[config.mk]
export PLATFORM = sky130hd
export DESIGN_NAME = perf_counter_bank
export DESIGN_NICKNAME = d
export VERILOG_FILES = /design/src/rtl/hpc_pkg.sv /design/src/rtl/hpc_event_remap.sv /design/src/rtl/hpc_event_pick.sv /design/src/rtl/hpc_counter.sv /design/src/rtl/perf_counter_bank.sv
export SDC_FILE = /design/constraint.sdc
export NUM_CORES = 2
export LEC_CHECK = 0
export BUFFER_PORTS_ARGS = -buffer_cell sky130_fd_sc_hd__buf_2
export CAP_MARGIN = 20
export CORE_MARGIN = 1
export CORE_UTILIZATION = 63
export DETAILED_ROUTE_END_ITERATION = 10
export GPL_ROUTABILITY_DRIVEN = 0
export HOLD_SLACK_MARGIN = 0.03
export PLACE_DENSITY = 0.82
export SLEW_MARGIN = 20
export SYNTH_ARGS = -nofsm -noshare
export SYNTH_HDL_FRONTEND = slang
export SYNTH_SLANG_ARGS = --single-unit
export TNS_END_PERCENT = 30
[constraint.sdc]
create_clock -name clk -period 4.1 [get_ports clk]
set_input_delay 0 -clock clk [delete_from_list [all_inputs] [get_ports clk]]
set_output_delay 0 -clock clk [all_outputs]
set_load 0.02 [all_outputs]
[src/rtl/hpc_pkg.sv]
package hpc_pkg;
    parameter int unsigned NUM_STROBES = 20;
    parameter int unsigned BUS_W       = 256;
    parameter int unsigned CNT_W       = 64;
    parameter int unsigned SEL_W       = 9;
    parameter int unsigned NUM_CNT     = 16;
    parameter int unsigned FIRST_PROG  = 3;
    parameter int unsigned IDX_CYCLE   = 0;
    parameter int unsigned IDX_RETIRE  = 2;

    localparam int unsigned IDX_W  = $clog2(NUM_CNT);
    localparam int unsigned ADDR_W = IDX_W + 1;

    typedef logic [CNT_W-1:0] cnt_t;
    typedef logic [SEL_W-1:0] sel_t;

    typedef enum logic {
        SPACE_CNT = 1'b0,
        SPACE_SEL = 1'b1
    } space_e;

    typedef struct packed {
        space_e           space;
        logic [IDX_W-1:0] idx;
    } reg_addr_t;

    typedef struct packed {
        logic      en;
        reg_addr_t addr;
        cnt_t      data;
    } sw_wr_t;

    typedef enum logic [1:0] {
        CNT_FREE,
        CNT_RETIRE,
        CNT_EVENT,
        CNT_NONE
    } cnt_kind_e;

    // Role of each counter position.
    function automatic cnt_kind_e kind_of(int unsigned i);
        if (i == IDX_CYCLE)       return CNT_FREE;
        else if (i == IDX_RETIRE) return CNT_RETIRE;
        else if (i >= FIRST_PROG) return CNT_EVENT;
        else                      return CNT_NONE;
    endfunction

    // Does the software write target register i in space s?
    function automatic logic hits(sw_wr_t w, space_e s, int unsigned i);
        return w.en && (w.addr.space == s) && (w.addr.idx == IDX_W'(i));
    endfunction
endpackage

[src/rtl/hpc_event_remap.sv]
module hpc_event_remap #(
    parameter int unsigned NS = 20,
    parameter int unsigned BW = 256
) (
    input  logic [NS-1:0] strb,
    output logic [BW-1:0] bus
);
    // Slot 0 is reserved; strobe n lands on slot n+1; the rest stay low.
    for (genvar s = 0; s < BW; s++) begin : g_slot
        if (s >= 1 && s <= NS) begin : g_live
            assign bus[s] = strb[s-1];
        end else begin : g_tie
            assign bus[s] = 1'b0;
        end
    end
endmodule

[src/rtl/hpc_event_pick.sv]
module hpc_event_pick #(
    parameter int unsigned BW = 256,
    parameter int unsigned SW = 9
) (
    input  logic [BW-1:0] bus,
    input  logic [SW-1:0] sel,
    output logic          hit
);
    localparam int unsigned BIDX_W = $clog2(BW);

    logic in_range;

    // Selector 0 and any selector past the bus never count.
    assign in_range = (sel != '0) && (sel < SW'(BW));
    assign hit      = in_range ? bus[sel[BIDX_W-1:0]] : 1'b0;
endmodule

[src/rtl/hpc_counter.sv]
module hpc_counter #(
    parameter int unsigned WIDTH = 64
) (
    input  logic             clk,
    input  logic             rst,
    input  logic             wr_hit,
    input  logic [WIDTH-1:0] wr_data,
    input  logic             inc,
    output logic [WIDTH-1:0] value
);
    logic [WIDTH-1:0] q;

    // A software write beats an increment in the same cycle; the sum wraps.
    always_ff @(posedge clk) begin
        if (rst) begin
            q <= '0;
        end else if (wr_hit) begin
            q <= wr_data;
        end else if (inc) begin
            q <= q + WIDTH'(1);
        end
    end

    assign value = q;
endmodule

[src/rtl/perf_counter_bank.sv]
module perf_counter_bank
    import hpc_pkg::*;
(
    input  logic                   clk,
    input  logic                   rst,
    input  logic [NUM_STROBES-1:0] bp_evt_strb,
    input  logic                   retire,
    input  logic                   wr_en,
    input  logic [ADDR_W-1:0]      wr_addr,
    input  logic [CNT_W-1:0]       wr_data,
    input  logic [ADDR_W-1:0]      rd_addr,
    output logic [CNT_W-1:0]       rd_data,
    output logic [BUS_W-1:0]       evt_bus
);
    sw_wr_t              wr;
    reg_addr_t           rd;
    cnt_t [NUM_CNT-1:0]  cnt_all;
    sel_t [NUM_CNT-1:0]  sel_all;

    always_comb begin
        wr.en   = wr_en;
        wr.addr = reg_addr_t'(wr_addr);
        wr.data = wr_data;
        rd      = reg_addr_t'(rd_addr);
    end

    hpc_event_remap #(.NS(NUM_STROBES), .BW(BUS_W)) u_remap (
        .strb (bp_evt_strb),
        .bus  (evt_bus)
    );

    for (genvar i = 0; i < NUM_CNT; i++) begin : g_pos
        if (kind_of(i) == CNT_NONE) begin : g_none
            assign cnt_all[i] = '0;
            assign sel_all[i] = '0;
        end else begin : g_cnt
            logic inc;

            if (kind_of(i) == CNT_FREE) begin : g_free
                assign inc        = 1'b1;
                assign sel_all[i] = '0;
            end else if (kind_of(i) == CNT_RETIRE) begin : g_ret
                assign inc        = retire;
                assign sel_all[i] = '0;
            end else begin : g_evt
                sel_t sel_q;

                always_ff @(posedge clk) begin
                    if (rst) begin
                        sel_q <= '0;
                    end else if (hits(wr, SPACE_SEL, i)) begin
                        sel_q <= wr.data[SEL_W-1:0];
                    end
                end

                assign sel_all[i] = sel_q;

                hpc_event_pick #(.BW(BUS_W), .SW(SEL_W)) u_pick (
                    .bus (evt_bus),
                    .sel (sel_q),
                    .hit (inc)
                );
            end

            hpc_counter #(.WIDTH(CNT_W)) u_cnt (
                .clk     (clk),
                .rst     (rst),
                .wr_hit  (hits(wr, SPACE_CNT, i)),
                .wr_data (wr.data),
                .inc     (inc),
                .value   (cnt_all[i])
            );
        end
    end

    // Combinational read of registered state; selectors zero-extended.
    always_comb begin
        if (rd.space == SPACE_CNT) begin
            rd_data = cnt_all[rd.idx];
        end else begin
            rd_data = CNT_W'(sel_all[rd.idx]);
        end
    end
endmodule

==> flow_summary.json <==
{
  "cts_sinks": 1077,
  "drt-pass1-iter-count": 9,
  "finalCritPeriodShare_pct": 86.45,
  "cts_made_buffers": 116,
  "rsz0062_at_grt": "false",
  "worstMarginPinSlew_ps": 1147,
  "layout.nets": 8194,
  "initial_core_util_pct": 63.49,
  "area.growth.synth_to_final_pct": 7.726,
  "setup_viol": 0,
  "fin_area_um2": 75700,
  "path_clk_slew_ps": 60,
  "layout-drive-gt1-share_pct": 12.03,
  "place_area_um2": 70930,
  "reg2reg_to": "g_pos[11].g_cnt.u_cnt.value[42]",
  "r2r_start": "g_pos[11].g_cnt.g_evt.sel_q[1]",
  "ant_nets": 0,
  "first_iter_violations": 10541,
  "worstPathRequired_ps": 4740,
  "pre_cts_ws_ps": 687.0,
  "fmax_mhz": 282.1,
  "wl_per_cell_um": 25.28,
  "h-tree-depth": 3,
  "crit_start": "g_pos[11].g_cnt.g_evt.sel_q[1]",
  "grt_usage_pct": 42.00,
  "path_class": "flip-flop to flip-flop",
  "yosysTopAreaCellShare_pct": 30.68,
  "relSlewSlack_pct": 22.95,
  "ys_seq_area_share_pct": 30.68,
  "synth_edf_count": 0,
  "fin_util_pct": 68.40,
  "yosysTopAreaCell": "dfxtp_1",
  "reg2reg_slack_ps": 560,
  "min-delay-start": "wr_addr[1]",
  "async_flop_share_pct": 0,
  "arrival_ps": 4180,
  "cts.path.max_buffers": 3,
  "fp.dieArea_um2": 112900,
  "wl_um": 244300,
  "postSynthCellCount": 8289,
  "p_per_area_nw_per_um2": 317.7,
  "port-buffer-count": 181,
  "synthTopCellsByArea": "dfxtp_1 31%, mux4_2 10%, a211oi_1 8.1%",
  "maxSlewViolCount": 0,
  "yosys_warnings": 0,
  "antenna_found_initial": 17,
  "cp_max_fo": 11,
  "synth_area_um2": 70270,
  "startpoint_type": "flip-flop",
  "final.setup.tns_ps": 0,
  "yosysUniqueCellTypes": 88,
  "std_cell_rows": 122,
  "via_per_inst": 7.016,
  "whs_endpoint": "g_pos[12].g_cnt.g_evt.sel_q[2]",
  "core_area_um2": 110700,
  "die_w_um": 336.0,
  "grt-ovfl-total": 0,
  "syn_avg_cell_area_um2": 8.477,
  "leakage_nw": 25.06,
  "synthFlopType": "dfxtp_1",
  "irDropWorstVdd_uv": 362.0,
  "rr_worst_depth": 7,
  "timing.final.crit_period_ps": 3544,
  "post_cts_resized": 0,
  "clockRootBuffer": "clkbuf_16",
  "fin_ws_ps": 555.7,
  "hold_viol": 0,
  "drv_cap": 0,
  "drc_errors": 0,
  "ios": 418,
  "grt_pass1_vias": 61778,
  "holdPathStages": 5,
  "worstSkewPairLatency_ps": 750,
  "grt_pass1_wl_um": 367200,
  "grt_max_degree": 123,
  "vias": 67828,
  "hp-class": "primary input to flip-flop",
  "cp-end-kind": "flip-flop",
  "dieHeight_um": 336.0,
  "place_hpwl_um": 173800,
  "status": "finished, final reports clean",
  "finalClockSkew_ps": 54.30,
  "cts_tree": "built",
  "synth.ff_latch_count": 1077
}
==> Yosys cell counts, types with 6 or more instances <==
master / number
o21ai_0: 179
nor3_1: 209
inv_1: 121
nand2_1: 404
nand3_1: 409
a311oi_1: 147
nor3b_1: 17
o22ai_1: 28
o31ai_1: 31
or2_2: 22
o21bai_1: 8
a21o_1: 10
a21oi_1: 46
mux4_2: 324
and2_1: 47
nand3b_1: 9
nor2_1: 1224
o21a_1: 10
nor4b_1: 13
mux2i_1: 255
o211ai_1: 8
or4_1: 40
or3_1: 144
buf_4: 257
nor2b_1: 73
nor4_1: 117
and4_1: 88
mux2_2: 10
xor2_1: 448
nand4_1: 400
nand2b_1: 18
clkbuf_1: 637
buf_2: 30
and3_1: 176
a31o_2: 11
nor4_2: 6
buf_1: 49
xnor2_1: 306
a31oi_1: 13
a211oi_1: 761
dfxtp_1: 1077
ha_1: 15
==> critical path, stage by stage, from the launching register on <==
cell and delay (ps):
dfxtp_1 620, mux2i_1 150, mux4_2 500, o22a_1 340
a2111oi_4 890, nand3_2 250, or3_1 390, a311oi_1 310
==> per-stage QoR <==
step,power [W],hold WS [ps],std cells
2_1_floorplan,0.01240,112.6,8524
3_3_place_gp,0.01280,405.4,9379
3_5_place_dp,0.01284,403.3,9379
4_1_cts,0.02389,81.65,9666
5_1_grt,0.02450,126.9,9666
6_report,0.02405,127.3,9667
==> cells by family (layout without fill, tap and decap cells) <==
| group | Yosys count | count (layout) | synth area share [%] |
|---|---|---|---|
| other | 1 | 237 | 0.005337 |
| adders and majority gates | 15 | 15 | 0.2671 |
| muxes | 589 | 589 | 14.18 |
| and+or+nand+nor | 3454 | 3454 | 24.64 |
| buffers and inverters | 1098 | 752 | 7.325 |
| DFF | 1077 | 1077 | 30.68 |
| AOI/OAI and AO/OA | 1301 | 1301 | 13.50 |
| xor gates and xnor gates | 754 | 754 | 9.398 |
==> how the worst max path moves through the flow <==
stage                                      end  slack [ps]
2_1_floorplan  g_pos[15].g_cnt.u_cnt.value[23]        1270
3_3_place_gp   g_pos[11].g_cnt.u_cnt.value[44]         810
3_5_place_dp   g_pos[11].g_cnt.u_cnt.value[28]         690
4_1_cts        g_pos[11].g_cnt.u_cnt.value[28]         650
5_1_grt        g_pos[12].g_cnt.u_cnt.value[20]         490
6_report       g_pos[11].g_cnt.u_cnt.value[42]         560
==> metal layers <==
layer | GRT usage [%] | vias up | wire length (um)
met5 | 0 | - | 43
met4 | 23.36 | 8 | 15480
met3 | 13.42 | 975 | 40770
met2 | 59.89 | 5293 | 100100
met1 | 56.05 | 31886 | 87950
li1 | - | 29666 | -
==> layout make-up <==
class	count	area [um2]
clock buffer	164	3417
antenna	1	2.502
timing repair buffer	416	3088
multi-input combinational	6349	44690
tap	1488	1862
inverter	121	454.2
sequential	1077	21560
fill	8543	34970
clock inverter	51	621.8
==> layout by cell type, fill, tap and decap left out, types with 31 or more instances in the layout <==
cell	instances
and3_1	176
and2_1	46
nand4_1	400
nand2_1	395
nor3_1	206
dfxtp_1	1077
or3_1	144
nor2b_1	73
dlygate4sd3_1	72
a211oi_1	761
buf_2	175
conb_1	236
buf_4	150
nor2_1	1221
or4_1	40
mux2i_1	255
inv_1	121
nor4_1	113
clkbuf_16	119
xor2_1	448
a311oi_1	147
a21oi_1	45
nand3_1	404
and4_1	88
mux4_2	324
xnor2_1	306
o21ai_0	179
o31ai_1	31
==> timing repair <==
action / 4_1_cts / 5_1_grt
setup buffers: 0 / 0
endpoints found under the hold margin: 983 / 0
hold buffers: 72 / 0
endpoints found under the setup margin: 0 / 0
==> sequential cells by signal, summed over array words and instances, names as in the netlist <==
register / flops
g_pos.g_cnt.g_evt.sel_q: 117
g_pos.g_cnt.u_cnt.value: 960
==> where the power goes <==
part | internal (W) | leakage [nW] | switching, W
clock network | 0.00659 | 2.01 | 0.00468
registers | 0.0106 | 8.69 | 0.000209
logic | 0.000576 | 14.4 | 0.00139
total | 0.0178 | 25.1 | 0.00628
Power figures use the tool's default switching activity.
